## src/rtl/hang_guard_pkg.sv

```systemverilog
package hang_guard_pkg;

  // index of each wire within the two-bit bus vector
  typedef enum int {
    WIRE_SCL = 0,
    WIRE_SDA = 1
  } wire_idx_e;

  // number of clock cycles in a time span given in microseconds
  function automatic int span_cycles(input int clk_hz, input int span_us);
    longint prod;
    prod = longint'(clk_hz) * longint'(span_us);
    return int'(prod / 64'sd1_000_000);
  endfunction

endpackage

```

## src/rtl/line_hold_timer.sv

```systemverilog
module line_hold_timer #(
  parameter int LIMIT = 700_000,
  parameter int CW    = $clog2(LIMIT + 1)
) (
  input  logic clk_i,
  input  logic rst_i,
  input  logic en_i,
  input  logic own_i,
  input  logic other_i,
  output logic fire_o
);

  localparam logic [CW-1:0] LAST = CW'(LIMIT - 1);

  logic          other_q;
  logic          armed_q;
  logic          fire_q;
  logic [CW-1:0] cnt_q;
  logic          other_moved;

  assign other_moved = (other_i != other_q);

  always_ff @(posedge clk_i) begin
    if (rst_i) begin
      other_q <= 1'b1;
      armed_q <= 1'b1;
      fire_q  <= 1'b0;
      cnt_q   <= '0;
    end else begin
      other_q <= other_i;
      fire_q  <= 1'b0;
      if (!en_i || own_i) begin
        cnt_q   <= '0;
        armed_q <= 1'b1;
      end else if (!armed_q || other_moved) begin
        cnt_q <= '0;
      end else if (cnt_q == LAST) begin
        cnt_q   <= '0;
        armed_q <= 1'b0;
        fire_q  <= 1'b1;
      end else begin
        cnt_q <= cnt_q + 1'b1;
      end
    end
  end

  assign fire_o = fire_q;


  pulse_width_chk: assert property (@(posedge clk_i) disable iff (rst_i)
    fire_q |=> !fire_q);


  fire_on_low_chk: assert property (@(posedge clk_i) disable iff (rst_i)
    $rose(fire_q) |-> !$past(own_i));


  restart_chk: assert property (@(posedge clk_i) disable iff (rst_i)
    (en_i && other_moved) |=> (cnt_q == '0) && !fire_q);


  no_refire_chk: assert property (@(posedge clk_i) disable iff (rst_i)
    (fire_q && !own_i) |=> !armed_q);

endmodule

```

## src/rtl/strap_latch.sv

```systemverilog
module strap_latch #(
  parameter int SETTLE = 4,
  parameter int SW     = $clog2(SETTLE + 1)
) (
  input  logic clk_i,
  input  logic rst_i,
  input  logic scl_i,
  input  logic sda_i,
  output logic done_o,
  output logic standalone_o
);

  localparam logic [SW-1:0] LAST = SW'(SETTLE - 1);

  logic [SW-1:0] wait_q;
  logic          done_q;
  logic          alone_q;

  always_ff @(posedge clk_i) begin
    if (rst_i) begin
      wait_q  <= '0;
      done_q  <= 1'b0;
      alone_q <= 1'b0;
    end else if (!done_q) begin
      if (wait_q == LAST) begin
        done_q  <= 1'b1;
        alone_q <= scl_i & ~sda_i;
      end else begin
        wait_q <= wait_q + 1'b1;
      end
    end
  end

  assign done_o       = done_q;
  assign standalone_o = alone_q;


  strap_hold_chk: assert property (@(posedge clk_i) disable iff (rst_i)
    done_q |=> $stable(alone_q) && done_q);


  strap_early_chk: assert property (@(posedge clk_i) disable iff (rst_i)
    !done_q |-> !alone_q);

endmodule

```

## src/rtl/i2c_hang_guard.sv

```systemverilog
module i2c_hang_guard
  import hang_guard_pkg::*;
#(
  parameter int CLK_HZ        = 50_000_000,
  parameter int TIMEOUT_US    = 14_000,
  parameter int SETTLE_CYCLES = 4
) (
  input  logic clk_i,
  input  logic rst_i,
  input  logic scl_i,
  input  logic sda_i,
  output logic bus_reset_o,
  output logic standalone_o
);

  localparam int LIMIT = span_cycles(CLK_HZ, TIMEOUT_US);
  localparam int CW    = $clog2(LIMIT + 1);

  logic [1:0] wires;
  logic [1:0] fire;
  logic       strap_done;
  logic       alone;
  logic       guard_en;

  assign wires[WIRE_SCL] = scl_i;
  assign wires[WIRE_SDA] = sda_i;

  strap_latch #(.SETTLE(SETTLE_CYCLES)) u_strap (
    .clk_i        (clk_i),
    .rst_i        (rst_i),
    .scl_i        (scl_i),
    .sda_i        (sda_i),
    .done_o       (strap_done),
    .standalone_o (alone)
  );

  assign guard_en = strap_done & ~alone;

  for (genvar g = 0; g < 2; g++) begin : g_wire
    line_hold_timer #(.LIMIT(LIMIT), .CW(CW)) u_timer (
      .clk_i   (clk_i),
      .rst_i   (rst_i),
      .en_i    (guard_en),
      .own_i   (wires[g]),
      .other_i (wires[1-g]),
      .fire_o  (fire[g])
    );
  end

  assign bus_reset_o  = |fire;
  assign standalone_o = alone;


  silent_alone_chk: assert property (@(posedge clk_i) disable iff (rst_i)
    standalone_o |-> !bus_reset_o);


  silent_early_chk: assert property (@(posedge clk_i) disable iff (rst_i)
    !strap_done |-> !bus_reset_o && !standalone_o);

endmodule

```

## config.mk

```make
export PLATFORM = sky130hd
export DESIGN_NAME = i2c_hang_guard
export DESIGN_NICKNAME = d
export VERILOG_FILES = /design/src/rtl/hang_guard_pkg.sv /design/src/rtl/line_hold_timer.sv /design/src/rtl/strap_latch.sv /design/src/rtl/i2c_hang_guard.sv
export SDC_FILE = /design/constraint.sdc
export NUM_CORES = 1
export LEC_CHECK = 0
export BUFFER_PORTS_ARGS = -buffer_cell sky130_fd_sc_hd__buf_2
export CORE_UTILIZATION = 30
export CTS_CLUSTER_SIZE = 8
export DETAILED_ROUTE_END_ITERATION = 8
export PLACE_DENSITY = 0.58
export SYNTH_ARGS = -nofsm -noshare
export SYNTH_HDL_FRONTEND = slang
export SYNTH_SLANG_ARGS = --single-unit
```

## constraint.sdc

```tcl
create_clock -name clk_i -period 1.84 [get_ports clk_i]
set_clock_uncertainty 0.2 [all_clocks]
set_input_delay 0.368 -clock clk_i [delete_from_list [all_inputs] [get_ports clk_i]]
set_output_delay 0.368 -clock clk_i [all_outputs]
set_load 0.01 [all_outputs]
```

==> metrics.txt <==
leakage=0.908 nW; FFs w/ async S/R, synth=0%; Synth area leaders=dfxtp_1 (46%), xnor2_1 (5.6%), nor2_1 (5.5%), xor2_1 (4.8%), a21oi_1 (3.6%); clock tree from TritonCTS=yes; crit end category=flop; nets=297; Setup crit start=g_wire[1].u_timer.cnt_q[9]; clock latency on the worst-skew pair=slightly above 0.3 ns; post-DR vias/cell=approximately 4.6; layout cell share with drive strength beyond 1=between 30% and 40%; Core ar.=6940 sq um; register bit count reported by yosys=51; worst r2r src=g_wire[1].u_timer.cnt_q[9]; Rows=30; RSZ-0062 raised after global routing=yes; via count=1793; H-tree Lvls=2; Hold Worst Slack=0.0851 ns; critical path class=reg -> reg; Post-synth EDFFs=0; Primary FF master, synth=dfxtp_1; Largest stage delay, worst path=around 0.59 ns; worst-case reg-to-reg path depth=4; Crit-path slowest cell=or4_4; TritonRoute pass-1 iters=4; count of different cell masters after synthesis=33; initial DRC count=48; P&R area growth vs syn=26.1%; register area share after synthesis=a little under half; top cell type's share of synthesized area=a little under half; Max Root-Sink Buffers=2; Startpoint Class=flop; Final Power=around 0.0020 W; number of global-route vias before repair=1704; crit path DAT=around 1.9 ns; Fillers=697; grt ovf=0; hpwl dp=3050 um; minimum clock period=1.81 ns; Post-Route WL=4210 um; clock root cell=clkbuf_8; first-pass GRT wire length=between 7000 and 8000 um; # DRC=0; Mapped Cells=247; register-to-register setup slack=0.03 ns; final std cells w/o fill=386; Post-Place Cell Area=2600 sq um; placed cells=about 380; largest area contributor in the synthesized netlist=dfxtp_1; fin area=2770 sq um; port bufs=5; Setup violations, final=0; Max IR drop VDD=384 uV; initial core utilization=31.6%; fin crit share=98.3%; Reg-to-Reg End=g_wire[1].u_timer.cnt_q[19]; average size of a mapped cell=around 8.9 sq um; Die Y=87.6 um; routability cong.=0.752; I/O pin total=6; number of max-cap violations=0; Clk pin slew, worst setup/hold paths=~0.1 ns; hold path cells=3; Die Footprint=between 7000 and 8000 sq um; CP Cell Sequence=nand3_2 > or4_4 > or4_1 > a21oi_1; Crit Path Max Fanout=8; Setup TNS=0 ns; clk sinks=51; Final ANT Viol Nets=0; Worst Setup EP=g_wire[1].u_timer.cnt_q[19]; antenna violations before repair=0; Ant. Diodes=0; routed len/inst=10.9 um; status=complete, no violations; largest net degree at the start of global routing=18; pwr dens=a little over 700 nW/um^2; Least-Margin Pin Slew=0.352 ns; required time worst endpoint=1.89 ns; hold crit path type=in -> reg; Overall Global Routing Usage=between 10 and 15%; relative slew slack=about three quarters; Post-Syn Area=2200 sq um; Chip Width=around 88 um; maximum clock rate=between 500 and 600 MHz; syn_nets=255; Ys Warns=0; hold_buf cts=0; TritonCTS Buffers=5; Final Hold Viols=0; Slew Limit Fails=0
-- Yosys cell counts (all sizes together) (5+ instances only) --
library cell	count
a21oi	16
and4	5
clkbuf	6
dfxtp	51
inv	9
nand2	17
nand3	13
nand4	9
nor2	32
nor3	5
o21ai	12
or3	10
or4	5
xnor2	14
xor2	12
-- cell type report --
cell class | instances | area [sq um] | share of cell area, %
clock buffer | 5 | 68.8 | 2.48
multi-input combinational | 180 | 1170 | 42.2
timing repair buffer | 42 | 308 | 11.1
sequential | 51 | 1050 | 37.8
clock inverter | 3 | 23.8 | 0.858
tap | 96 | 120 | 4.34
inverter | 9 | 33.8 | 1.22
-- registers in the layout, summed over array words and instances, names as in the netlist --
signal	flops
g_wire.u_timer.cnt_q	40
u_strap.wait_q	3
g_wire.u_timer.armed_q	2
g_wire.u_timer.fire_o	2
g_wire.u_timer.other_q	2
u_strap.done_o	1
u_strap.standalone_o	1
-- cells by family after synthesis --
family,share of synthesized area [%]
DFF,46.5
buffers and inverters,2.79
adders and majority gates,2.28
xor gates and xnor gates,10.4
and+or+nand+nor,29.2
AOI/OAI and AO/OA,8.94
-- metrics by stage --
step | setup slack, ns | util [%]
floorplan | -0.0386 | -
global placement | -0.0200 | 37.5
detailed placement | -0.0535 | 37.5
CTS | 0.00643 | 39.0
global route | -0.0230 | 39.9
finish | 0.0321 | 39.9
-- worst min-delay path by stage --
stage	to	from	slack (ns)
floorplan	g_wire[1].u_timer.armed_q	g_wire[1].u_timer.armed_q	0.23
global route	u_strap.standalone_o	rst_i	0.10
detailed placement	g_wire[1].u_timer.armed_q	g_wire[1].u_timer.armed_q	0.25
CTS	g_wire[0].u_timer.armed_q	scl_i	0.07
finish	g_wire[0].u_timer.armed_q	scl_i	0.09
global placement	g_wire[1].u_timer.armed_q	g_wire[1].u_timer.armed_q	0.23
-- per-layer routing --
layer	global-route usage (%)	share of wire, %
met1	16.5	52
met2	19.6	44
met5	0	0
met3	2.83	1.9
met4	4.02	1.1
-- where the power goes --
| group | switching, W | leakage, nW | internal, W |
|---|---|---|---|
| logic | 0.0000748 | 0.447 | 0.0000820 |
| clock network | 0.000394 | 0.0408 | 0.000273 |
| registers | 0.0000234 | 0.420 | 0.00114 |
| total | 0.000492 | 0.908 | 0.00150 |
-- repair_timing --
action / in CTS / in global routing
pin swaps: 0 / 3
resized for setup: 2 / 18
buffers inserted: 0 / 2
endpoints found under the setup margin: 6 / 26
gates cloned: 0 / 1
-- critical path: cells and delay by family, from the launching register on --
family,cells,cell delay [ns]
and+or+nand+nor,3,1.08
DFF,1,0.35
AOI/OAI and AO/OA,1,0.13
-- layout by cell type, fill, tap and decap left out, types with 3 or more instances in the layout --
| cell | instances |
|---|---|
| nand4_1 | 8 |
| nor4_1 | 3 |
| o31ai_1 | 4 |
| nor3_1 | 5 |
| dfxtp_1 | 35 |
| or2_2 | 3 |
| clkbuf_8 | 5 |
| or3_1 | 9 |
| buf_2 | 6 |
| o21ai_0 | 12 |
| or4_1 | 4 |
| xnor2_1 | 14 |
| and4_1 | 3 |
| xor2_1 | 12 |
| dfxtp_2 | 14 |
| nand2_1 | 17 |
| inv_1 | 9 |
| nor2_1 | 32 |
| buf_4 | 34 |
| a21oi_1 | 16 |
| nand3_2 | 3 |
| nand3_1 | 10 |
(Power assumes the default switching activity.)
